File: src/rtl/rstseq_pkg.sv
`timescale 1ns/1ps
package rstseq_pkg;
  localparam int unsigned NUM_FILT = 4;   // pin, 0.9 V, 1.2 V, 1.5 V
  localparam int unsigned STAT_W   = NUM_FILT + 1;

  typedef enum logic [1:0] {
    ST_HOLD = 2'd0,
    ST_WAIT = 2'd1,
    ST_RUN  = 2'd2
  } seqState_t;

  typedef struct packed {
    logic cntClr;
    logic cntEn;
    logic capture;
  } seqStrobe_t;
endpackage

File: src/rtl/rstseq_filter.sv
`timescale 1ns/1ps
module rstseq_filter #(
  parameter int unsigned SET_CYC = 4,
  parameter int unsigned CLR_CYC = 4
) (
  input  logic clk,
  input  logic rstN,
  input  logic din,
  output logic q
);
  localparam int unsigned MAXC = (SET_CYC > CLR_CYC) ? SET_CYC : CLR_CYC;
  localparam int unsigned W    = $clog2(MAXC + 1);

  logic [W-1:0] cnt;
  logic [W-1:0] lim;

  assign lim = q ? W'(CLR_CYC - 1) : W'(SET_CYC - 1);

  always_ff @(posedge clk or negedge rstN) begin
    if (!rstN) begin
      q   <= 1'b0;
      cnt <= '0;
    end else if (din != q) begin
      if (cnt == lim) begin
        q   <= din;
        cnt <= '0;
      end else begin
        cnt <= cnt + 1'b1;
      end
    end else begin
      cnt <= '0;
    end
  end

  // a cause only turns on after a full run of active samples
  p_min_active_r2: assert property (@(posedge clk) disable iff (!rstN)
    $rose(q) |-> ($past(din) && $past(cnt) == W'(SET_CYC - 1)));
endmodule

File: src/rtl/rstseq_datapath.sv
`timescale 1ns/1ps
module rstseq_datapath
  import rstseq_pkg::*;
#(
  parameter int unsigned EXT_SET_CYC = 50,
  parameter int unsigned EXT_CLR_CYC = 50,
  parameter int unsigned LVD09_CYC   = 400,
  parameter int unsigned LVD12_CYC   = 400,
  parameter int unsigned LVD15_CYC   = 800,
  parameter int unsigned CFG_WAIT    = 750000
) (
  input  logic                  clk,
  input  logic                  rstN,
  input  logic [NUM_FILT-1:0]   rawCause,
  input  logic [STAT_W-1:0]     clrCause,
  input  seqStrobe_t            strobe,
  output logic                  anyCause,
  output logic                  waitDone,
  output logic [STAT_W-1:0]     causeStatus
);
  localparam int unsigned WW = $clog2(CFG_WAIT + 1);

  logic [NUM_FILT-1:0] syncA, syncB, filt;
  logic [WW-1:0]       waitCnt;

  always_ff @(posedge clk or negedge rstN) begin
    if (!rstN) begin
      syncA <= '0;
      syncB <= '0;
    end else begin
      syncA <= rawCause;
      syncB <= syncA;
    end
  end

  for (genvar i = 0; i < NUM_FILT; i++) begin : g_filt
    localparam int unsigned SETC = (i == 0) ? EXT_SET_CYC :
                                   (i == 1) ? LVD09_CYC :
                                   (i == 2) ? LVD12_CYC : LVD15_CYC;
    localparam int unsigned CLRC = (i == 0) ? EXT_CLR_CYC : 1;
    rstseq_filter #(.SET_CYC(SETC), .CLR_CYC(CLRC)) u_filt (
      .clk (clk),
      .rstN(rstN),
      .din (syncB[i]),
      .q   (filt[i])
    );
  end

  assign anyCause = |filt;

  always_ff @(posedge clk or negedge rstN) begin
    if (!rstN)              waitCnt <= '0;
    else if (strobe.cntClr) waitCnt <= '0;
    else if (strobe.cntEn)  waitCnt <= waitCnt + 1'b1;
  end

  assign waitDone = (waitCnt == WW'(CFG_WAIT - 1));

  always_ff @(posedge clk or negedge rstN) begin
    if (!rstN)               causeStatus <= STAT_W'(1);
    else if (strobe.capture) causeStatus <= {filt, 1'b0};
    else                     causeStatus <= causeStatus & ~clrCause;
  end

  // the wait counter never runs past its terminal value
  p_wait_bound_r8: assert property (@(posedge clk) disable iff (!rstN)
    waitCnt <= WW'(CFG_WAIT - 1));

  // a capture records exactly the causes active in that cycle
  p_capture_r10: assert property (@(posedge clk) disable iff (!rstN)
    $past(strobe.capture) |-> (causeStatus == {$past(filt), 1'b0}));
endmodule

File: src/rtl/rstseq_ctrl.sv
`timescale 1ns/1ps
module rstseq_ctrl
  import rstseq_pkg::*;
(
  input  logic       clk,
  input  logic       rstN,
  input  logic       anyCause,
  input  logic       waitDone,
  output seqStrobe_t strobe,
  output logic       sysRstN,
  output logic       sysReady
);
  seqState_t state, stateNxt;

  always_comb begin
    stateNxt = state;
    strobe   = '0;
    unique case (state)
      ST_HOLD: if (!anyCause) begin
        stateNxt      = ST_WAIT;
        strobe.cntClr = 1'b1;
      end
      ST_WAIT: begin
        if (anyCause)      stateNxt = ST_HOLD;
        else if (waitDone) stateNxt = ST_RUN;
        else               strobe.cntEn = 1'b1;
      end
      ST_RUN: if (anyCause) begin
        stateNxt       = ST_HOLD;
        strobe.capture = 1'b1;
      end
      default: stateNxt = ST_HOLD;
    endcase
  end

  always_ff @(posedge clk or negedge rstN) begin
    if (!rstN) state <= ST_HOLD;
    else       state <= stateNxt;
  end

  assign sysReady = (state == ST_RUN);
  assign sysRstN  = (state == ST_RUN) && !anyCause;

  // release only from the wait after its count completed cleanly
  p_release_r8: assert property (@(posedge clk) disable iff (!rstN)
    (state == ST_RUN && $past(state) != ST_RUN) |->
      ($past(state) == ST_WAIT && $past(waitDone) && !$past(anyCause)));

  // a cause seen while running leaves the run state on the next edge
  p_drop_ready_r12: assert property (@(posedge clk) disable iff (!rstN)
    (state == ST_RUN && anyCause) |=> (state == ST_HOLD && !sysReady));

  // the wait never proceeds to run while a cause is present
  p_wait_abort_r9: assert property (@(posedge clk) disable iff (!rstN)
    (state == ST_WAIT && anyCause) |=> (state == ST_HOLD));
endmodule

File: src/rtl/rst_sequencer.sv
`timescale 1ns/1ps
module rst_sequencer
  import rstseq_pkg::*;
#(
  parameter int unsigned EXT_SET_CYC = 50,
  parameter int unsigned EXT_CLR_CYC = 50,
  parameter int unsigned LVD09_CYC   = 400,
  parameter int unsigned LVD12_CYC   = 400,
  parameter int unsigned LVD15_CYC   = 800,
  parameter int unsigned CFG_WAIT    = 750000
) (
  input  logic       clk,
  input  logic       pwrGood,
  input  logic       extRstN,
  input  logic       lvd09,
  input  logic       lvd12,
  input  logic       lvd15,
  input  logic [4:0] clrCause,
  output logic       sysRstN,
  output logic       sysReady,
  output logic [4:0] causeStatus
);
  seqStrobe_t strobe;
  logic       anyCause;
  logic       waitDone;

  rstseq_datapath #(
    .EXT_SET_CYC(EXT_SET_CYC), .EXT_CLR_CYC(EXT_CLR_CYC),
    .LVD09_CYC(LVD09_CYC), .LVD12_CYC(LVD12_CYC),
    .LVD15_CYC(LVD15_CYC), .CFG_WAIT(CFG_WAIT)
  ) u_dp (
    .clk        (clk),
    .rstN       (pwrGood),
    .rawCause   ({lvd15, lvd12, lvd09, ~extRstN}),
    .clrCause   (clrCause),
    .strobe     (strobe),
    .anyCause   (anyCause),
    .waitDone   (waitDone),
    .causeStatus(causeStatus)
  );

  rstseq_ctrl u_ctrl (
    .clk     (clk),
    .rstN    (pwrGood),
    .anyCause(anyCause),
    .waitDone(waitDone),
    .strobe  (strobe),
    .sysRstN (sysRstN),
    .sysReady(sysReady)
  );
endmodule

File: config.mk
export PLATFORM = sky130hd
export DESIGN_NAME = rst_sequencer
export DESIGN_NICKNAME = d
export VERILOG_FILES = /design/src/rtl/rstseq_pkg.sv /design/src/rtl/rstseq_filter.sv /design/src/rtl/rstseq_datapath.sv /design/src/rtl/rstseq_ctrl.sv /design/src/rtl/rst_sequencer.sv
export SDC_FILE = /design/constraint.sdc
export NUM_CORES = 1
export LEC_CHECK = 0
export BUFFER_PORTS_ARGS = -buffer_cell sky130_fd_sc_hd__buf_2
export CORE_AREA = 5 5 104 106
export DETAILED_ROUTE_END_ITERATION = 10
export DIE_AREA = 0 0 109 111
export PLACE_DENSITY = 0.54
export SYNTH_ARGS = -nofsm -noshare
export SYNTH_HDL_FRONTEND = slang
export SYNTH_SLANG_ARGS = --single-unit
File: constraint.sdc
create_clock -name clk -period 2.1 [get_ports clk]
set_input_delay 0.315 -clock clk [delete_from_list [all_inputs] [get_ports clk]]
set_output_delay 0.315 -clock clk [all_outputs]
set_load 0.02 [all_outputs]
==> out/results.tsv, run 1 <==
metric	value	unit
Port Buffers	17	
layout cells sized above 1	0.1658	
DRC viols	0	
placed insts	484	
area leader, netlist	dfrtp_1	
Critical Path RT	2.37	ns
Post-synth top cells	dfrtp_1 (72), nor2_1 (50), nand2_1 (22)	
Critical Path AT	2.26	ns
R2R Path Start	u_dp.g_filt[2].u_filt.q	
CTS Buf Count	9	
ys async rst share	1.000	
clk_lat worst skew	0.35	ns
Avg Inst Size Synth	10.31	um^2
RSZ-0062 raised after global routing	false	
# fillers	960	
min Tclk post-route	1.983	ns
Leak	1.769	nW
Core Rows	36	
# IOs	18	
Synth Cell Area	3351	um^2
Post CTS Setup Buffer Count	0	
GR Overflow Total	0	
first-pass GRT wire length	11.03	mm
ys flop type	dfrtp_1	
largest net degree at the start of global routing	45	
P per Cell Area	701.3	nW/um^2
most numerous cell in the Yosys netlist	dfrtp_1	
Synth cell types	41	
die area	12100	um^2
TritonCTS clock tree	yes	
Worst setup EP type	flop	
Slew Viols, Final	0	
Slew HR	0.7378	
max-cap violations	0	
Crit Path Max Fanout	9	
Fin Hold WS	0.07033	ns
final period utilization	0.9441	
core area	9684	um^2
All-Layer GR Usage	0.1142	
Ys Warns	0	
worst setup path start	u_dp.g_filt[2].u_filt.q	
DR vias	2353	
Setup CP Type	flop to flop	
Setup WS pre-CTS	0.1336	ns
Vias per Instance	4.697	
CP max stage delay	0.47	ns
nets	380	
Final Hold Viols	0	
Hold Crit Class	input pin to flop	
CP max stage cell	or4_1	
syn nets	342	
area grow syn2layout	17.66	%
outcome	finished clean	
vias in the first global route	2328	
post-DP HPWL	4.360	mm
Setup TNS	0	ns
crit start category	flop	
n_diodes	0	
Initial DRT Pass Iterations	4	
Finished Layout Cells	501	
Worst Tran Pin Value	0.3933	ns
initial core utilization	0.3460	
Area contributors post-synth	dfrtp_1 (54%), nor2_1 (5.6%), xor2_1 (5.2%)	
global placement routability congestion	0.7809	
VDD IR max	0.0004284	V
Seq/Total Area, Yosys	0.5456	
1st-iter DRT viols	97	
Die Ht	111	um
PnR worst setup slack	0.1173	ns
Root Buffer	clkbuf_8	
Routed WL	6.081	mm
HP Start	lvd09	
post-synthesis register bit count	73	
WL/cell	12.14	um
Die Wd	109	um
Yosys top cell area share	0.5377	
clk sinks	73	
EDFF count, synth	0	
fmax	504.4	MHz
Worst Skew	0.009269	ns
CP cell instances	nor4_4, and2_2, a21bo_2, or4_1, a21oi_1	
clk slew on worst S/H paths	0.08	ns
initial antenna violation count	0	
# H-tree levels	3	
synthesized instance count	325	
Finish-stage setup viols	0	
FF-to-FF setup slack	0.12	ns
Max Root-Sink Buffers	2	
DRT antenna net count	0	
[report_power, final]
group	leakage [nW]	internal [mW]	switching, mW
combinational	0.687	0.0446	0.0611
sequential	0.971	1.43	0.0232
clock	0.111	0.675	0.530
total	1.77	2.15	0.614
[critical path: cells and delay by family (launching register included)]
kind / cells / cell delay (ns)
flops: 1 / 0.43
compound gates: 2 / 0.42
simple gates: 3 / 1.07
[what timing repair did]
| action | CTS | global route |
|---|---|---|
| pin swaps | 0 | 0 |
| setup endpoints to repair | 1 | 11 |
| resized for setup | 3 | 2 |
| endpoints found under the hold margin | 29 | 0 |
| hold buffers | 1 | 0 |
[per-stage QoR]
stage / area (um^2) / util / power [mW]
6_report: 3943 / 0.4071 / 2.765
5_1_grt: 3943 / 0.4071 / 2.889
4_1_cts: 3940 / 0.4068 / 2.811
3_5_place_dp: 3701 / 0.3822 / 1.590
3_3_place_gp: 3701 / 0.3822 / 1.590
2_1_floorplan: 3351 / - / 1.528
[area by class of cell]
type	count	area [um^2]	share of cell area
repair buffers	32	215.2	0.05459
clock buffers	10	127.6	0.03237
inverters	10	37.54	0.009521
well taps	133	166.4	0.04221
multi-input cells	237	1475	0.3742
flip-flops and latches	73	1829	0.4640
clock inverters	6	91.34	0.02317
[path summary, 6_finish.rpt]
check / end / cells after the start
hold / removal: u_dp.syncA[1] / 1
max in group asynchronous: u_dp.causeStatus[0] / 3
setup / recovery: u_dp.waitCnt[10] / 5
min in group asynchronous: u_dp.waitCnt[14] / 2
setup reg to reg: u_dp.waitCnt[10] / 5
hold reg to reg: u_dp.syncB[2] / 0
[metal layers]
layer	share of wire	track usage	wire length (um)	vias up
li1	-	-	-	1200
met1	0.49	0.1608	2996	1120
met2	0.47	0.1650	2830	23
met3	0.031	0.03669	188	10
met4	0.011	0.03788	65	0
met5	0	0	0	-
[layout by cell type, fill, tap and decap left out, types with 2 or more instances in the layout]
cell and count:
dfrtp_1 71, nor2_1 49, nand2_1 22, xor2_1 20
nand3_1 19, xnor2_1 16, buf_2 16, buf_4 14
o21ai_0 13, inv_1 10, a21oi_1 10, nand4_1 9
and3_1 9, clkbuf_8 9, or3_1 8, nand2b_1 6
ha_1 6, nor3_1 5, nor4_1 5, nor2b_1 4
or4_1 4, o31ai_1 4, nor3b_1 3, and4_1 3
nor4b_1 2, mux2_2 2, and2_0 2, o211ai_1 2
bufinv_16 2, clkinv_4 2
[sequential cells by signal (all words and copies together), names as in the netlist]
| name | flops |
|---|---|
| u_dp.syncA | 4 |
| u_dp.syncB | 4 |
| u_dp.g_filt.u_filt.cnt | 34 |
| u_dp.g_filt.u_filt.q | 4 |
| u_ctrl.state | 2 |
| u_dp.waitCnt | 20 |
| u_dp.causeStatus | 5 |
[kinds of logic after synthesis]
| kind of cell | share of synthesized area |
|---|---|
| muxes | 0.006721 |
| xor gates and xnor gates | 0.09410 |
| adders and majority gates | 0.02240 |
| AOI/OAI and AO/OA | 0.06124 |
| buffers and inverters | 0.01755 |
| and+or+nand+nor | 0.2524 |
| DFF | 0.5456 |
No activity file was read; power rests on OpenSTA's default activity.
==> inputs of run 2 (changes only) <==
Settings changed: ABC_AREA set to 1, CORE_AREA 5 5 104 106 to 5 5 110 112, DIE_AREA 0 0 109 111 to 0 0 115 117.
==> run 2 against run 1 <==
Net effect: sequential share of layout area decreased by 4.1 points; clock skew decreased by 0.0019 ns; global-route usage increased by 0.97 points; clock power increased by 20%; clock-buffer cell count increased by 2; synthesized cell count increased by 39%; synthesized area increased by 12%; setup slack improved by 0.22 ns; power increased by 37%; combinational power increased to 6.6 times the previous value; non-clock buffer count decreased by 12; via count increased by 22%; critical endpoint is now u_dp.waitCnt[13]; largest cell class unchanged; largest power group unchanged; highest routed layer unchanged.
==> out/results.tsv, run 2 <==
metric	value	unit	change
outcome	finished clean		
R2R Path Start	u_dp.waitCnt[0]		
ys flop type	dfrtp_1		
Core Rows	39		+8.3%
post-synthesis register bit count	73		unchanged
vias in the first global route	2914		+25%
Post CTS Setup Buffer Count	0		unchanged
Seq/Total Area, Yosys	0.4851		-0.06050
combinational share of power	0.184		+0.146
area grow syn2layout	14.71	%	
register area	1828	um^2	about the same
Die Ht	117	um	+5.4%
met3 Usage GRT	0.03290		-0.003787
die area	13460	um^2	+11%
most frequent cells in the layout	nand2_1 (102), nor2_1 (80), dfrtp_1 (72), inv_1 (42), nand3_1 (38)		
Yosys top cell area share	0.4781		-0.05963
Finished Layout Cells	627		+25%
Synth Cell Area	3769	um^2	+12%
ys async rst share	1.000		unchanged
Crit Path Max Fanout	21		+12
Max Root-Sink Buffers	2		unchanged
multi-input logic area	1717	um^2	+16%
Hold Crit Class	input pin to flop		
layout cells sized above 1	0.1260		-0.03973
core area	11130	um^2	+15%
Seq pwr share	0.435		-0.091
FF-to-FF setup slack	0.33	ns	+0.22 ns
Leak	2.033	nW	+15%
initial core utilization	0.3387		-0.007263
worst setup path start	u_dp.waitCnt[0]		
global placement routability congestion	0.8370		+7.2%
WL/cell	11.73	um	-3.4%
Slew HR	0.7096		-0.02826
Worst setup EP type	flop		
CTS Buf Count	9		unchanged
1st-iter DRT viols	155		+60%
largest net degree at the start of global routing	43		-4.4%
Setup CP Type	flop to flop		
total power	3.782	mW	+37%
Worst Tran Pin Value	0.4357	ns	+0.04240 ns
VDD IR max	0.0005922	V	+38%
DRC viols	0		unchanged
P per Cell Area	874.9	nW/um^2	+25%
clock power share	0.381		-0.055
GR Overflow Total	0		unchanged
Psw	1.171	mW	+91%
All-Layer GR Usage	0.1238		+0.009660
final instance area	4323	um^2	+9.6%
Worst Skew	0.007396	ns	-0.001874 ns
Fin Hold WS	0.08524	ns	+0.01492 ns
max FFs per register	34		unchanged
Avg Inst Size Synth	8.319	um^2	-19%
Synth cell types	33		-20%
fmax	565.9	MHz	+12%
Reg with most FFs	u_dp.g_filt.u_filt.cnt		
DRT antenna net count	0		unchanged
GR Util met2	0.2072		+0.04215
Setup WS pre-CTS	0.3428	ns	+0.2092 ns
Ys Warns	0		unchanged
most common library cell in the layout ignoring fill and taps	nand2_1		
Routed WL	7.355	mm	+21%
max-cap violations	0		unchanged
met1 usage	0.1554		-0.005431
initial antenna violation count	0		unchanged
crit start category	flop		
cell-internal power	2.611	mW	+21%
top flop regs	u_dp.g_filt.u_filt.cnt (34), u_dp.waitCnt (20), u_dp.causeStatus (5)		
Critical Path AT	2.03	ns	-0.23 ns
Port Buffers	17		unchanged
Vias per Instance	4.585		-2.4%
min Tclk post-route	1.767	ns	-0.2155 ns
TritonCTS clock tree	yes		
# H-tree levels	3		unchanged
Setup TNS	0	ns	unchanged
HP Start	lvd15		
syn nets	470		+37%
clk sinks	73		unchanged
Post-synth top cells	nand2_1 (102), nor2_1 (80), dfrtp_1 (72)		
placed inst area	4028	um^2	+8.8%
final period utilization	0.8415		-0.1026
most numerous cell in the Yosys netlist	nand2_1		
post-DP HPWL	5.324	mm	+22%
first-pass GRT wire length	13.33	mm	+21%
Area contributors post-synth	dfrtp_1 (48%), nand2_1 (10%), nor2_1 (8.0%)		
area leader, netlist	dfrtp_1		
utilization after layout	0.3886		-0.01855
EDFF count, synth	0		unchanged
busiest grt layer	met2		
# IOs	18		unchanged
Slew Viols, Final	0		unchanged
Initial DRT Pass Iterations	6		+2
Switching Fraction	0.3097		+0.08767
synthesized instance count	453		+39%
n_diodes	0		unchanged
Root Buffer	clkbuf_16		
clk_lat worst skew	0.33	ns	-0.02 ns
Final Hold Viols	0		unchanged
Die Wd	115	um	+5.5%
nets	496		+31%
PnR worst setup slack	0.3328	ns	+0.2155 ns
placed insts	610		+26%
Finish-stage setup viols	0		unchanged
Critical Path RT	2.36	ns	about the same
DR vias	2875		+22%
RSZ-0062 raised after global routing	false		
clk slew on worst S/H paths	0.06	ns	-0.02 ns
# fillers	1132		+18%
[run 2: kinds of logic (layout without fill, tap and decap cells)]
kind of cell / Yosys count / in the layout / synth area share
and+or+nand+nor: 263 / 263 / 0.3134
AOI/OAI and AO/OA: 23 / 23 / 0.03852
xor gates and xnor gates: 36 / 36 / 0.08367
buffers and inverters: 52 / 83 / 0.05943
DFF: 73 / 73 / 0.4851
adders and majority gates: 6 / 6 / 0.01992
[run 2: worst paths after layout]
path | endpoint | depth (start not counted)
min reg2reg | u_dp.syncB[1] | 0
min | u_dp.syncA[3] | 1
max | u_dp.waitCnt[13] | 8
max reg2reg | u_dp.waitCnt[13] | 8
max in group asynchronous | u_dp.causeStatus[0] | 3
min in group asynchronous | u_dp.g_filt[2].u_filt.cnt[0] | 2
[run 2: what timing repair did]
action,CTS,global route
hold buffers,1,0
gates resized for setup,0,0
hold endpoints to repair,31,0
[run 2: power by group through the flow]
stage          registers (mW)  clock network [mW]  logic, mW
6_report                 1.64                1.44      0.695
4_1_cts                  1.64                1.48      0.713
2_1_floorplan            1.64                   0      0.565
3_5_place_dp             1.67                   0      0.708
5_1_grt                  1.66                1.54      0.814
3_3_place_gp             1.67                   0      0.695
[run 2: critical path, cell delays in order (launching register included)]
cell	delay, ns
dfrtp_1	0.41
ha_1	0.36
nand3_2	0.17
nor2_4	0.16
nand3_4	0.11
o21ai_4	0.17
buf_12	0.18
nand2_1	0.08
o21ai_2	0.05
[run 2: routing by layer]
metal | up-vias | wire, um
met4 | 0 | 123
met2 | 32 | 3443
li1 | 1486 | -
met1 | 1346 | 3510
met3 | 11 | 279
met5 | - | 0
[run 2: final cells by class]
| cell class | instances | area share |
|---|---|---|
| Sequential cell | 73 | 0.4229 |
| Multi-Input combinational cell | 328 | 0.3971 |
| Clock buffer | 12 | 0.05933 |
| Tap cell | 143 | 0.04139 |
| Inverter | 47 | 0.04081 |
| Timing Repair Buffer | 20 | 0.03184 |
| Clock inverter | 4 | 0.006657 |
==> inputs of run 3 (changes only) <==
Clock period 2.1 ns to 1.55 ns, I/O delays scaled along.
==> run 3 against run 2 <==
Net effect: hold slack got worse by 0.050 ns; combinational power grew 87%; clock power grew 59%; final cell count grew 5.6%; critical path depth down 2; clock skew decreased by 0.0026 ns; non-clock buffer count up 35; wire length grew 6.1%; setup slack worse by 0.28 ns; die area is the same; register-to-register slack lost 0.27 ns; largest cell class unchanged; largest power group is now clock.
==> out/results.tsv, run 3 (synthesis results as in run 2) <==
metric	value	unit	change
core area	11130	um^2	unchanged
Worst Tran Pin Value	0.4359	ns	+0.0002443 ns
final period utilization	0.9681		
total power	5.794	mW	+53%
Psw	1.726	mW	+47%
n_diodes	0		unchanged
Critical Path RT	1.32	ns	-1.04 ns
# IOs	18		unchanged
top flop regs	u_dp.g_filt.u_filt.cnt (34), u_dp.waitCnt (20), u_dp.causeStatus (5)		
Port Buffers	17		unchanged
TritonCTS clock tree	yes		
Initial DRT Pass Iterations	4		-2
Setup CP Type	flop to primary output		
Worst Skew	0.004798	ns	-0.002598 ns
Slew HR	0.7094		about the same
largest net degree at the start of global routing	31		-28%
vias in the first global route	3002		+3.0%
clock power share	0.396		+0.015
crit start category	flop		
PnR worst setup slack	0.04941	ns	-0.2834 ns
DR vias	3071		+6.8%
fmax	666.4	MHz	
Finish-stage setup viols	0		unchanged
# H-tree levels	3		unchanged
P per Cell Area	1231	nW/um^2	+41%
Core Rows	39		unchanged
WL/cell	11.78	um	+0.44%
nets	531		+7.1%
Routed WL	7.800	mm	+6.1%
Die Wd	115	um	unchanged
Leak	2.234	nW	+9.9%
CTS Buf Count	9		unchanged
worst setup path start	u_dp.g_filt[3].u_filt.q		
GR Overflow Total	0		unchanged
clk sinks	73		unchanged
combinational share of power	0.224		+0.040
Critical Path AT	1.27	ns	-0.76 ns
cell-internal power	4.067	mW	+56%
Max Root-Sink Buffers	2		unchanged
All-Layer GR Usage	0.1305		+0.006673
initial core utilization	0.3387		unchanged
Hold Crit Class	input pin to flop		
post-DP HPWL	5.587	mm	+4.9%
Root Buffer	clkbuf_16		
clk slew on worst S/H paths	0.06	ns	about the same
Setup WS pre-CTS	0.04208	ns	-0.3007 ns
layout cells sized above 1	0.2139		+0.08784
global placement routability congestion	0.8614		+2.9%
# fillers	1132		unchanged
Reg with most FFs	u_dp.g_filt.u_filt.cnt		
most common library cell in the layout ignoring fill and taps	nand2_1		
most frequent cells in the layout	nand2_1 (97), nor2_1 (74), dfrtp_1 (72), nand3_1 (38), inv_1 (37)		
Setup TNS	0	ns	unchanged
outcome	finished clean		
Final Hold Viols	0		unchanged
Die Ht	117	um	unchanged
Switching Fraction	0.2980		-0.01167
initial antenna violation count	0		unchanged
DRT antenna net count	0		unchanged
Vias per Instance	4.639		+1.2%
min Tclk post-route	1.501	ns	
Worst setup EP type	primary output		
area grow syn2layout	24.90	%	
clk_lat worst skew	0.34	ns	about the same
Seq pwr share	0.381		-0.054
Crit Path Max Fanout	4		-81%
RSZ-0062 raised after global routing	true		
HP Start	extRstN		
max FFs per register	34		unchanged
1st-iter DRT viols	221		+43%
R2R Path Start	u_dp.g_filt[3].u_filt.q		
Slew Viols, Final	0		unchanged
max-cap violations	0		unchanged
VDD IR max	0.0007236	V	+22%
first-pass GRT wire length	13.79	mm	+3.5%
die area	13460	um^2	unchanged
DRC viols	0		unchanged
==> run 3: layout make-up <==
type                    instances  area (um^2)  share of cell area
flip-flops and latches         73         1828              0.3884
multi-input cells             328         1765              0.3751
clock inverters                 6        90.09             0.01914
well taps                     143        178.9             0.03801
repair buffers                 55        429.2             0.09118
clock buffers                  10        239.0             0.05077
inverters                      47        176.4             0.03748
==> run 3: path summary, 6_finish.rpt <==
kind / end / slack [ns] / cells after the start
min reg2reg: u_dp.syncB[1] / 0.34 / 0
min: u_dp.syncA[0] / 0.04 / 2
min in group asynchronous: u_dp.g_filt[2].u_filt.cnt[1] / 0.37 / 2
max in group asynchronous: u_dp.g_filt[1].u_filt.cnt[8] / 0.67 / 3
max: sysRstN / 0.05 / 6
max reg2reg: u_dp.waitCnt[1] / 0.06 / 9
==> run 3: power groups by stage <==
stage	Clock, mW	Sequential, mW	Combinational [mW]
floorplan	0	2.23	0.777
global placement	0	2.24	1.22
detailed placement	0	2.24	1.23
CTS	2.36	2.21	1.28
global route	2.43	2.23	1.45
finish	2.29	2.21	1.30
==> run 3: metal layers <==
layer	global-route usage	routed length [um]
met1	0.1638	3626
met2	0.2103	3743
met3	0.04165	294
met4	0.05086	135
met5	0	0
==> run 3: timing repair <==
action | 4_1_cts | 5_1_grt
pin swaps | 1 | 2
hold buffers | 5 | 0
gates resized for setup | 6 | 15
endpoints found under the setup margin | 1 | 32
hold endpoints to repair | 30 | 0
setup buffers | 3 | 4
==> run 3: through the flow <==
stage / instances / util / hold slack (ns) / cell area, um^2
after floorplan: 453 / - / -0.06309 / 3779
after global placement: 634 / 0.3800 / 0.2014 / 4228
after detailed placement: 634 / 0.3800 / 0.2061 / 4228
after CTS: 658 / 0.4171 / 0.02532 / 4641
after global routing: 662 / 0.4231 / 0.02749 / 4707
final: 662 / 0.4231 / 0.03521 / 4707
==> run 3: critical path, cell delays in order, from the launching register on <==
cell and delay [ns]:
dfrtp_1 0.39, inv_2 0.10, nand4_4 0.14, inv_2 0.08
nand2_2 0.06, inv_2 0.06, buf_6 0.10
